==> config.mk <==
export PLATFORM = sky130hd
export DESIGN_NAME = accum_cpu_ctrl
export DESIGN_NICKNAME = d
export VERILOG_FILES = /design/src/rtl/accum_pkg.sv /design/src/rtl/accum_mem.sv /design/src/rtl/accum_flagcalc.sv /design/src/rtl/accum_alu.sv /design/src/rtl/accum_outbank.sv /design/src/rtl/accum_cpu_ctrl.sv
export SDC_FILE = /design/constraint.sdc
export NUM_CORES = 1
export LEC_CHECK = 0
export BUFFER_PORTS_ARGS = -buffer_cell sky130_fd_sc_hd__buf_4
export CORE_MARGIN = 4
export CORE_UTILIZATION = 56
export CTS_CLUSTER_SIZE = 16
export DETAILED_ROUTE_END_ITERATION = 7
export HOLD_SLACK_MARGIN = 0.02
export PLACE_DENSITY_LB_ADDON = 0.08
export REMOVE_ABC_BUFFERS = 1
export SYNTH_ARGS = -nofsm -noshare
export SYNTH_HDL_FRONTEND = slang
export SYNTH_HIERARCHICAL = 1
export SYNTH_SLANG_ARGS = --single-unit
export TNS_END_PERCENT = 20
==> constraint.sdc <==
create_clock -name clk -period 8.39 [get_ports clk]
set_clock_uncertainty 0.15 [all_clocks]
set_input_delay 0 -clock clk [delete_from_list [all_inputs] [get_ports clk]]
set_output_delay 0 -clock clk [all_outputs]
set_load 0.01 [all_outputs]
==> src/rtl/accum_pkg.sv <==
package accum_pkg;

   localparam int OPW = 4;
   localparam int NFLAG = 4;

   localparam int FZ = 0;
   localparam int FS = 1;
   localparam int FP = 2;
   localparam int FC = 3;

   typedef enum logic [OPW-1:0] {
      OP_ADD   = 4'd0,
      OP_SUB   = 4'd1,
      OP_LOAD  = 4'd2,
      OP_STORE = 4'd3,
      OP_JMP   = 4'd4,
      OP_JZ    = 4'd5,
      OP_JS    = 4'd6,
      OP_JP    = 4'd7,
      OP_JC    = 4'd8,
      OP_IN    = 4'd9,
      OP_OUT   = 4'd10,
      OP_HALT  = 4'd15
   } opcode_e;

   typedef enum logic [3:0] {
      S_FA, S_FR, S_FC, S_FI, S_FD,
      S_EA, S_ER, S_EC, S_XR, S_XA,
      S_SW1, S_SW2, S_IO, S_HALT
   } state_e;

endpackage

==> src/rtl/accum_mem.sv <==
module accum_mem #(
   parameter int AW = 6,
   parameter int DW = 12
) (
   input  logic          clk,
   input  logic          ld_act,
   input  logic [AW-1:0] ld_addr,
   input  logic [DW-1:0] ld_data,
   input  logic          rd_en,
   input  logic          wr_en,
   input  logic [AW-1:0] addr,
   input  logic [DW-1:0] wdata,
   output logic [DW-1:0] rdata
);
   localparam int DEPTH = 1 << AW;

   logic [DW-1:0] mem_q [DEPTH];

   always_ff @(posedge clk) begin
      if (ld_act)
         mem_q[ld_addr] <= ld_data;
      else if (wr_en)
         mem_q[addr] <= wdata;
      if (rd_en)
         rdata <= mem_q[addr];
   end
endmodule

==> src/rtl/accum_flagcalc.sv <==
module accum_flagcalc #(
   parameter int DW = 12
) (
   input  logic [DW-1:0] val,
   output logic          z_o,
   output logic          s_o,
   output logic          p_o
);
   assign z_o = (val == '0);
   assign s_o = val[DW-1];
   assign p_o = ^val;
endmodule

==> src/rtl/accum_alu.sv <==
module accum_alu #(
   parameter int DW = 12
) (
   input  logic [DW-1:0] op_a,
   input  logic [DW-1:0] op_b,
   input  logic          sub,
   output logic [DW-1:0] res,
   output logic [3:0]    flags_o
);
   logic [DW:0] ext;
   logic        z, s, p;

   always_comb begin
      if (sub)
         ext = {1'b0, op_a} - {1'b0, op_b};
      else
         ext = {1'b0, op_a} + {1'b0, op_b};
   end

   assign res = ext[DW-1:0];

   accum_flagcalc #(.DW(DW)) u_fl (.val(res), .z_o(z), .s_o(s), .p_o(p));

   assign flags_o = {ext[DW], p, s, z};
endmodule

==> src/rtl/accum_outbank.sv <==
module accum_outbank #(
   parameter int DW = 12,
   parameter int NPORT = 4,
   parameter int PSW = 2
) (
   input  logic              clk,
   input  logic              rst_n,
   input  logic              we,
   input  logic [PSW-1:0]    sel,
   input  logic [DW-1:0]     wdata,
   output logic [NPORT*DW-1:0] regs_o
);
   for (genvar g = 0; g < NPORT; g++) begin : g_port
      logic [DW-1:0] reg_q;
      always_ff @(posedge clk or negedge rst_n) begin
         if (!rst_n)
            reg_q <= '0;
         else if (we && (sel == PSW'(g)))
            reg_q <= wdata;
      end
      assign regs_o[g*DW +: DW] = reg_q;
   end
endmodule

==> src/rtl/accum_cpu_ctrl.sv <==
module accum_cpu_ctrl
   import accum_pkg::*;
#(
   parameter int AW = 6,
   parameter int RSW = 2,
   parameter int NPORT = 4,
   localparam int DW = OPW + RSW + AW,
   localparam int PSW = $clog2(NPORT)
) (
   input  logic                clk,
   input  logic                rst_n,
   input  logic                ld_en,
   input  logic [AW-1:0]       ld_addr,
   input  logic [DW-1:0]       ld_data,
   input  logic [NPORT*DW-1:0] in_ports,
   output logic [NPORT*DW-1:0] out_ports,
   output logic                out_wr,
   output logic [PSW-1:0]      out_sel,
   output logic [AW-1:0]       pc_o,
   output logic [DW-1:0]       acc_o,
   output logic [NFLAG-1:0]    flags_o,
   output logic                halted
);
   initial begin
      assert (NPORT >= 2 && (1 << PSW) == NPORT && NPORT <= (1 << AW))
         else $fatal(1, "NPORT must be a power of two between 2 and 2**AW");
      assert (RSW == 2) else $fatal(1, "register select must be 2 bits");
      assert (AW >= 2) else $fatal(1, "AW too small");
   end

   state_e            state_q;
   logic [AW-1:0]     pc_q, mar_q;
   logic [DW-1:0]     mbr_q, ir_q, acc_q;
   logic [DW-1:0]     rx1_q, rx2_q, rx3_q;
   logic [NFLAG-1:0]  flags_q;
   logic              out_wr_q;
   logic [PSW-1:0]    out_sel_q;

   opcode_e           op;
   logic [OPW-1:0]    op_raw;
   logic [RSW-1:0]    rsel;
   logic [AW-1:0]     ir_adr;
   logic [PSW-1:0]    port_sel;
   logic [1:0]        cond_idx;

   assign op_raw   = ir_q[DW-1 -: OPW];
   assign op       = opcode_e'(op_raw);
   assign rsel     = ir_q[AW +: RSW];
   assign ir_adr   = ir_q[AW-1:0];
   assign port_sel = ir_adr[PSW-1:0];
   assign cond_idx = 2'(op_raw - OPW'(OP_JZ));

   // memory
   logic          mem_rd, mem_wr;
   logic [DW-1:0] mem_rdata;

   assign mem_rd = (state_q == S_FR) || (state_q == S_ER);
   assign mem_wr = (state_q == S_SW2);

   accum_mem #(.AW(AW), .DW(DW)) u_mem (
      .clk     (clk),
      .ld_act  (ld_en && !rst_n),
      .ld_addr (ld_addr),
      .ld_data (ld_data),
      .rd_en   (mem_rd),
      .wr_en   (mem_wr),
      .addr    (mar_q),
      .wdata   (mbr_q),
      .rdata   (mem_rdata)
   );

   // arithmetic
   logic [DW-1:0]    alu_res;
   logic [NFLAG-1:0] alu_flags;

   accum_alu #(.DW(DW)) u_alu (
      .op_a    (acc_q),
      .op_b    (rx1_q),
      .sub     (op == OP_SUB),
      .res     (alu_res),
      .flags_o (alu_flags)
   );

   // flags for loads and inputs
   logic [DW-1:0] in_word, mv_word;
   logic          mv_z, mv_s, mv_p;

   assign in_word = in_ports[port_sel*DW +: DW];
   assign mv_word = (state_q == S_IO) ? in_word : mbr_q;

   accum_flagcalc #(.DW(DW)) u_mvfl (.val(mv_word), .z_o(mv_z), .s_o(mv_s), .p_o(mv_p));

   // store source
   logic [DW-1:0] st_src;
   always_comb begin
      case (rsel)
         2'd1:    st_src = rx1_q;
         2'd2:    st_src = rx2_q;
         2'd3:    st_src = rx3_q;
         default: st_src = acc_q;
      endcase
   end

   // output ports
   accum_outbank #(.DW(DW), .NPORT(NPORT), .PSW(PSW)) u_out (
      .clk    (clk),
      .rst_n  (rst_n),
      .we     ((state_q == S_IO) && (op == OP_OUT)),
      .sel    (port_sel),
      .wdata  (acc_q),
      .regs_o (out_ports)
   );

   // sequencer
   always_ff @(posedge clk or negedge rst_n) begin
      if (!rst_n) begin
         state_q   <= S_FA;
         pc_q      <= '0;
         mar_q     <= '0;
         mbr_q     <= '0;
         ir_q      <= '0;
         acc_q     <= '0;
         rx1_q     <= '0;
         rx2_q     <= '0;
         rx3_q     <= '0;
         flags_q   <= '0;
         out_wr_q  <= 1'b0;
         out_sel_q <= '0;
      end else begin
         out_wr_q <= 1'b0;
         case (state_q)
            S_FA: begin
               mar_q   <= pc_q;
               state_q <= S_FR;
            end
            S_FR: state_q <= S_FC;
            S_FC: begin
               mbr_q   <= mem_rdata;
               state_q <= S_FI;
            end
            S_FI: begin
               ir_q    <= mbr_q;
               state_q <= S_FD;
            end
            S_FD: begin
               pc_q <= pc_q + AW'(1);
               case (op)
                  OP_ADD, OP_SUB, OP_LOAD, OP_STORE: state_q <= S_EA;
                  OP_JMP: begin
                     pc_q    <= ir_adr;
                     state_q <= S_FA;
                  end
                  OP_JZ, OP_JS, OP_JP, OP_JC: begin
                     if (flags_q[cond_idx])
                        pc_q <= ir_adr;
                     state_q <= S_FA;
                  end
                  OP_IN, OP_OUT: state_q <= S_IO;
                  OP_HALT: state_q <= S_HALT;
                  default: state_q <= S_FA;
               endcase
            end
            S_EA: begin
               mar_q   <= ir_adr;
               state_q <= (op == OP_STORE) ? S_SW1 : S_ER;
            end
            S_ER: state_q <= S_EC;
            S_EC: begin
               mbr_q   <= mem_rdata;
               state_q <= S_XR;
            end
            S_XR: begin
               if (op == OP_LOAD) begin
                  case (rsel)
                     2'd1: rx1_q <= mbr_q;
                     2'd2: rx2_q <= mbr_q;
                     2'd3: rx3_q <= mbr_q;
                     default: begin
                        acc_q       <= mbr_q;
                        flags_q[FZ] <= mv_z;
                        flags_q[FS] <= mv_s;
                        flags_q[FP] <= mv_p;
                     end
                  endcase
                  state_q <= S_FA;
               end else begin
                  rx1_q   <= mbr_q;
                  state_q <= S_XA;
               end
            end
            S_XA: begin
               acc_q   <= alu_res;
               flags_q <= alu_flags;
               state_q <= S_FA;
            end
            S_SW1: begin
               mbr_q   <= st_src;
               state_q <= S_SW2;
            end
            S_SW2: state_q <= S_FA;
            S_IO: begin
               if (op == OP_IN) begin
                  acc_q       <= in_word;
                  flags_q[FZ] <= mv_z;
                  flags_q[FS] <= mv_s;
                  flags_q[FP] <= mv_p;
               end else begin
                  out_wr_q  <= 1'b1;
                  out_sel_q <= port_sel;
               end
               state_q <= S_FA;
            end
            S_HALT: state_q <= S_HALT;
            default: state_q <= S_FA;
         endcase
      end
   end

   assign out_wr  = out_wr_q;
   assign out_sel = out_sel_q;
   assign pc_o    = pc_q;
   assign acc_o   = acc_q;
   assign flags_o = flags_q;
   assign halted  = (state_q == S_HALT);
endmodule

==> impl_metrics.env <==
export IMPL_port_buffer_count=142
export IMPL_post_cts_buffers=0
export IMPL_fin_tns_setup_ns=0
export IMPL_clock_power_share_pct=27.1
export IMPL_power_mw=14.8
export IMPL_hpwl_mm=57.4
export IMPL_die_w_um=270
export IMPL_period_minus_slack_ns=4.75
export IMPL_drt_iter0_drc=2641
export IMPL_hold_viol=0
export IMPL_p_int_mw=10.0
export IMPL_rows=95
export IMPL_grtUsageMet3_pct=4.26
export IMPL_clkTransAtPathRegs_ns=0.06
export IMPL_seqCellArea_um2=27000
export IMPL_netlist_area_um2=38500
export IMPL_wl_per_cell_um=28.3
export IMPL_synthArstFlopShare_pct=15.5
export IMPL_powerDensity_nw_per_um2=338
export IMPL_max_cap_violations=0
export IMPL_cp_arrival_ns=5.12
export IMPL_num_vias=20863
export IMPL_final_cell_area_um2=43800
export IMPL_fin_cells=3270
export IMPL_rr_startpoint="ir_q[10]"
export IMPL_mostFrequentLayoutCell="edfxtp_1"
export IMPL_final_setup_viol_count=0
export IMPL_grt_pass1_wl_mm=139
export IMPL_synth_edf_count=780
export IMPL_p_switching_mw=4.79
export IMPL_worst_pin_slew_ns=1.36
export IMPL_grt_usage_pct=25.5
export IMPL_worst_setup_path_type="reg -> reg"
export IMPL_hold_path_class="in -> reg"
export IMPL_seq_area_frac_synth_pct=70.1
export IMPL_hp_start="ld_data[8]"
export IMPL_yosysTopAreaCell="edfxtp_1"
export IMPL_num_antenna_cells=0
export IMPL_initial_core_util_pct=56.9
export IMPL_placed_cells_incl_taps=3067
export IMPL_status="complete, no violations"
export IMPL_crit_path_start="ir_q[10]"
export IMPL_coreArea_um2=67600
export IMPL_nets=2422
export IMPL_grt_max_degree=110
export IMPL_synthTopCellsByArea="edfxtp_1 61%, mux4_2 12%, dfrtp_1 9.3%"
export IMPL_overflow=0
export IMPL_fill_cells=4676
export IMPL_synth_area_per_cell_um2=18.1
export IMPL_seqPwrFrac_pct=38.5
export IMPL_synthFlopType="edfxtp_1"
export IMPL_startpoint_type="register"
export IMPL_firstDrtPassIters=5
export IMPL_irDropWorstVdd_uv=452
export IMPL_max_freq_ghz=0.210
export IMPL_wl_mm=92.4
export IMPL_fin_crit_sh_pct=56.6
export IMPL_swShare_pct=32.3
export IMPL_worstSkewPairLatency_ns=0.63
export IMPL_rsz0062_at_grt="no"
export IMPL_required_ns=8.76
export IMPL_cts_buffer_depth=3
export IMPL_numCtsBuffers=94
export IMPL_dpl_worst_slack_ns=3.68
export IMPL_drive_gt1_share_pct=28.9
export IMPL_antenna_found_initial=0
export IMPL_clock_sinks=923
export IMPL_ioPinCount=143
export IMPL_yosys_warnings=6
export IMPL_area_delta_synth_final_pct=13.7
export IMPL_ant_nets=0
export IMPL_yosysTopAreaCellShare_pct=60.8
export IMPL_drcViolationCount=0
export IMPL_layout_common_cells="780 x edfxtp_1, 213 x mux4_2, 186 x buf_4"
export IMPL_dieHeight_um=270
export IMPL_critPathMaxFanout=12
export IMPL_ys_types=82
export IMPL_drv_slew=0
export IMPL_met2_usage_pct=40.7
export IMPL_p_leak_nw=15.4
export IMPL_end_kind="register"
export IMPL_gr_max_usage_layer="met2"
export IMPL_setup_slack_ns=3.64
export IMPL_cts_htree_levels=3
export IMPL_cts_tree="done"
export IMPL_grt_pass1_vias=21071
export IMPL_root_buffer="clkbuf_16"
export IMPL_die_area_um2=73000
export IMPL_placed_area_um2=40500
export IMPL_place_congestion=0.899
export IMPL_syn_inst=2122
export IMPL_p_comb_share_pct=34.4
export IMPL_ys_ff_latch=923
export IMPL_relSlewSlack_pct=8.73
export IMPL_multi_input_area_um2=10800
export IMPL_met1_usage_pct=36.6
export IMPL_avgViaCountPerCell=6.38
## kinds of logic (layout without fill, tap and decap cells)
| family | Yosys count | after routing | share of synthesized area [%] |
|---|---|---|---|
| buf+inv | 163 | 438 | 2.08 |
| simple gates | 373 | 373 | 4.65 |
| mux | 377 | 377 | 17.4 |
| flops | 923 | 923 | 70.1 |
| fa+ha+maj | 31 | 31 | 1.03 |
| compound gates | 226 | 226 | 3.97 |
| xor+xnor | 29 | 29 | 0.770 |
## cell usage after synthesis (12+ instances only)
library cell / count
a21oi_1: 31
buf_1: 13
buf_2: 43
buf_4: 19
clkbuf_1: 37
dfrtp_1: 143
edfxtp_1: 780
ha_1: 30
inv_1: 45
mux2_2: 112
mux2i_1: 38
mux4_2: 213
nand2_1: 139
nand2b_1: 12
nand3_1: 14
nand4_1: 15
nor2_1: 109
nor3_1: 20
o211ai_1: 17
o21ai_0: 50
o22ai_1: 36
xnor2_1: 19
## path summary, 6_finish.rpt
| check | slack (ns) | end | depth (start not counted) |
|---|---|---|---|
| min in group asynchronous | 0.31 | u_out/g_port[0].reg_q[9] | 4 |
| hold / removal | 0.03 | u_mem/mem_q[3][8] | 4 |
| setup reg to reg | 3.64 | flags_o[2] | 16 |
| setup / recovery | 3.64 | flags_o[2] | 16 |
| hold reg to reg | 0.35 | rx3_q[6] | 1 |
| max in group asynchronous | 6.18 | mar_q[2] | 5 |
## power groups by stage
stage	clock, mW	sequential (mW)	combinational, mW
floorplan	0	5.99	3.65
finish	4.02	5.71	5.10
global route	4.31	5.75	5.47
CTS	4.09	5.71	5.09
global placement	0	5.80	4.92
detailed placement	0	5.81	5.01
## area by class of cell
cell class,instances,area share (%)
inverter,45,0.386
tap,873,2.49
sequential,923,61.7
clock buffer,119,5.75
timing repair buffer,222,4.11
multi-input combinational,1036,24.6
clock inverter,52,1.03
## through the flow
step | utilization, % | hold slack [ns]
after floorplan | - | -0.446
after global placement | 59.9 | -0.252
after detailed placement | 59.9 | -0.248
after CTS | 64.8 | 0.0281
after global routing | 64.8 | 0.0643
final | 64.8 | 0.0335
## critical path, cell delays in order (launching register included)
cell and delay, ns:
dfrtp_1 0.45, nor2_1 0.36, and2_1 0.46, mux2i_1 0.21, fa_1 0.46, a21oi_1 0.20, o21ai_0 0.15, a21oi_1 0.28
o21bai_1 0.10, a21o_1 0.19, xor2_1 0.18, inv_1 0.07, ha_1 0.32, xnor2_2 0.19, xnor3_1 0.33, mux2_2 0.27
mux2_4 0.25
## state kept, by name, summed over array words and instances (netlist names)
register            flops
pc_o                    6
out_sel                 2
u_mem/mem_q           768
rx2_q                  12
u_mem/rdata            12
u_out/g_port.reg_q     48
acc_o                  12
state_q                 4
ir_q                   12
flags_o                 4
mbr_q                  12
rx1_q                  12
mar_q                   6
out_wr                  1
rx3_q                  12
## timing repair
| action | 4_1_cts | 5_1_grt |
|---|---|---|
| hold endpoints to repair | 134 | 0 |
| gates resized for setup | 0 | 0 |
| hold buffers | 32 | 0 |
## routing by layer
metal,routed length (um),share of wire (%)
met1,37200,40
met2,44800,48
met3,7230,7.8
met4,3210,3.5
met5,0,0
Power figures use the tool's default switching activity.
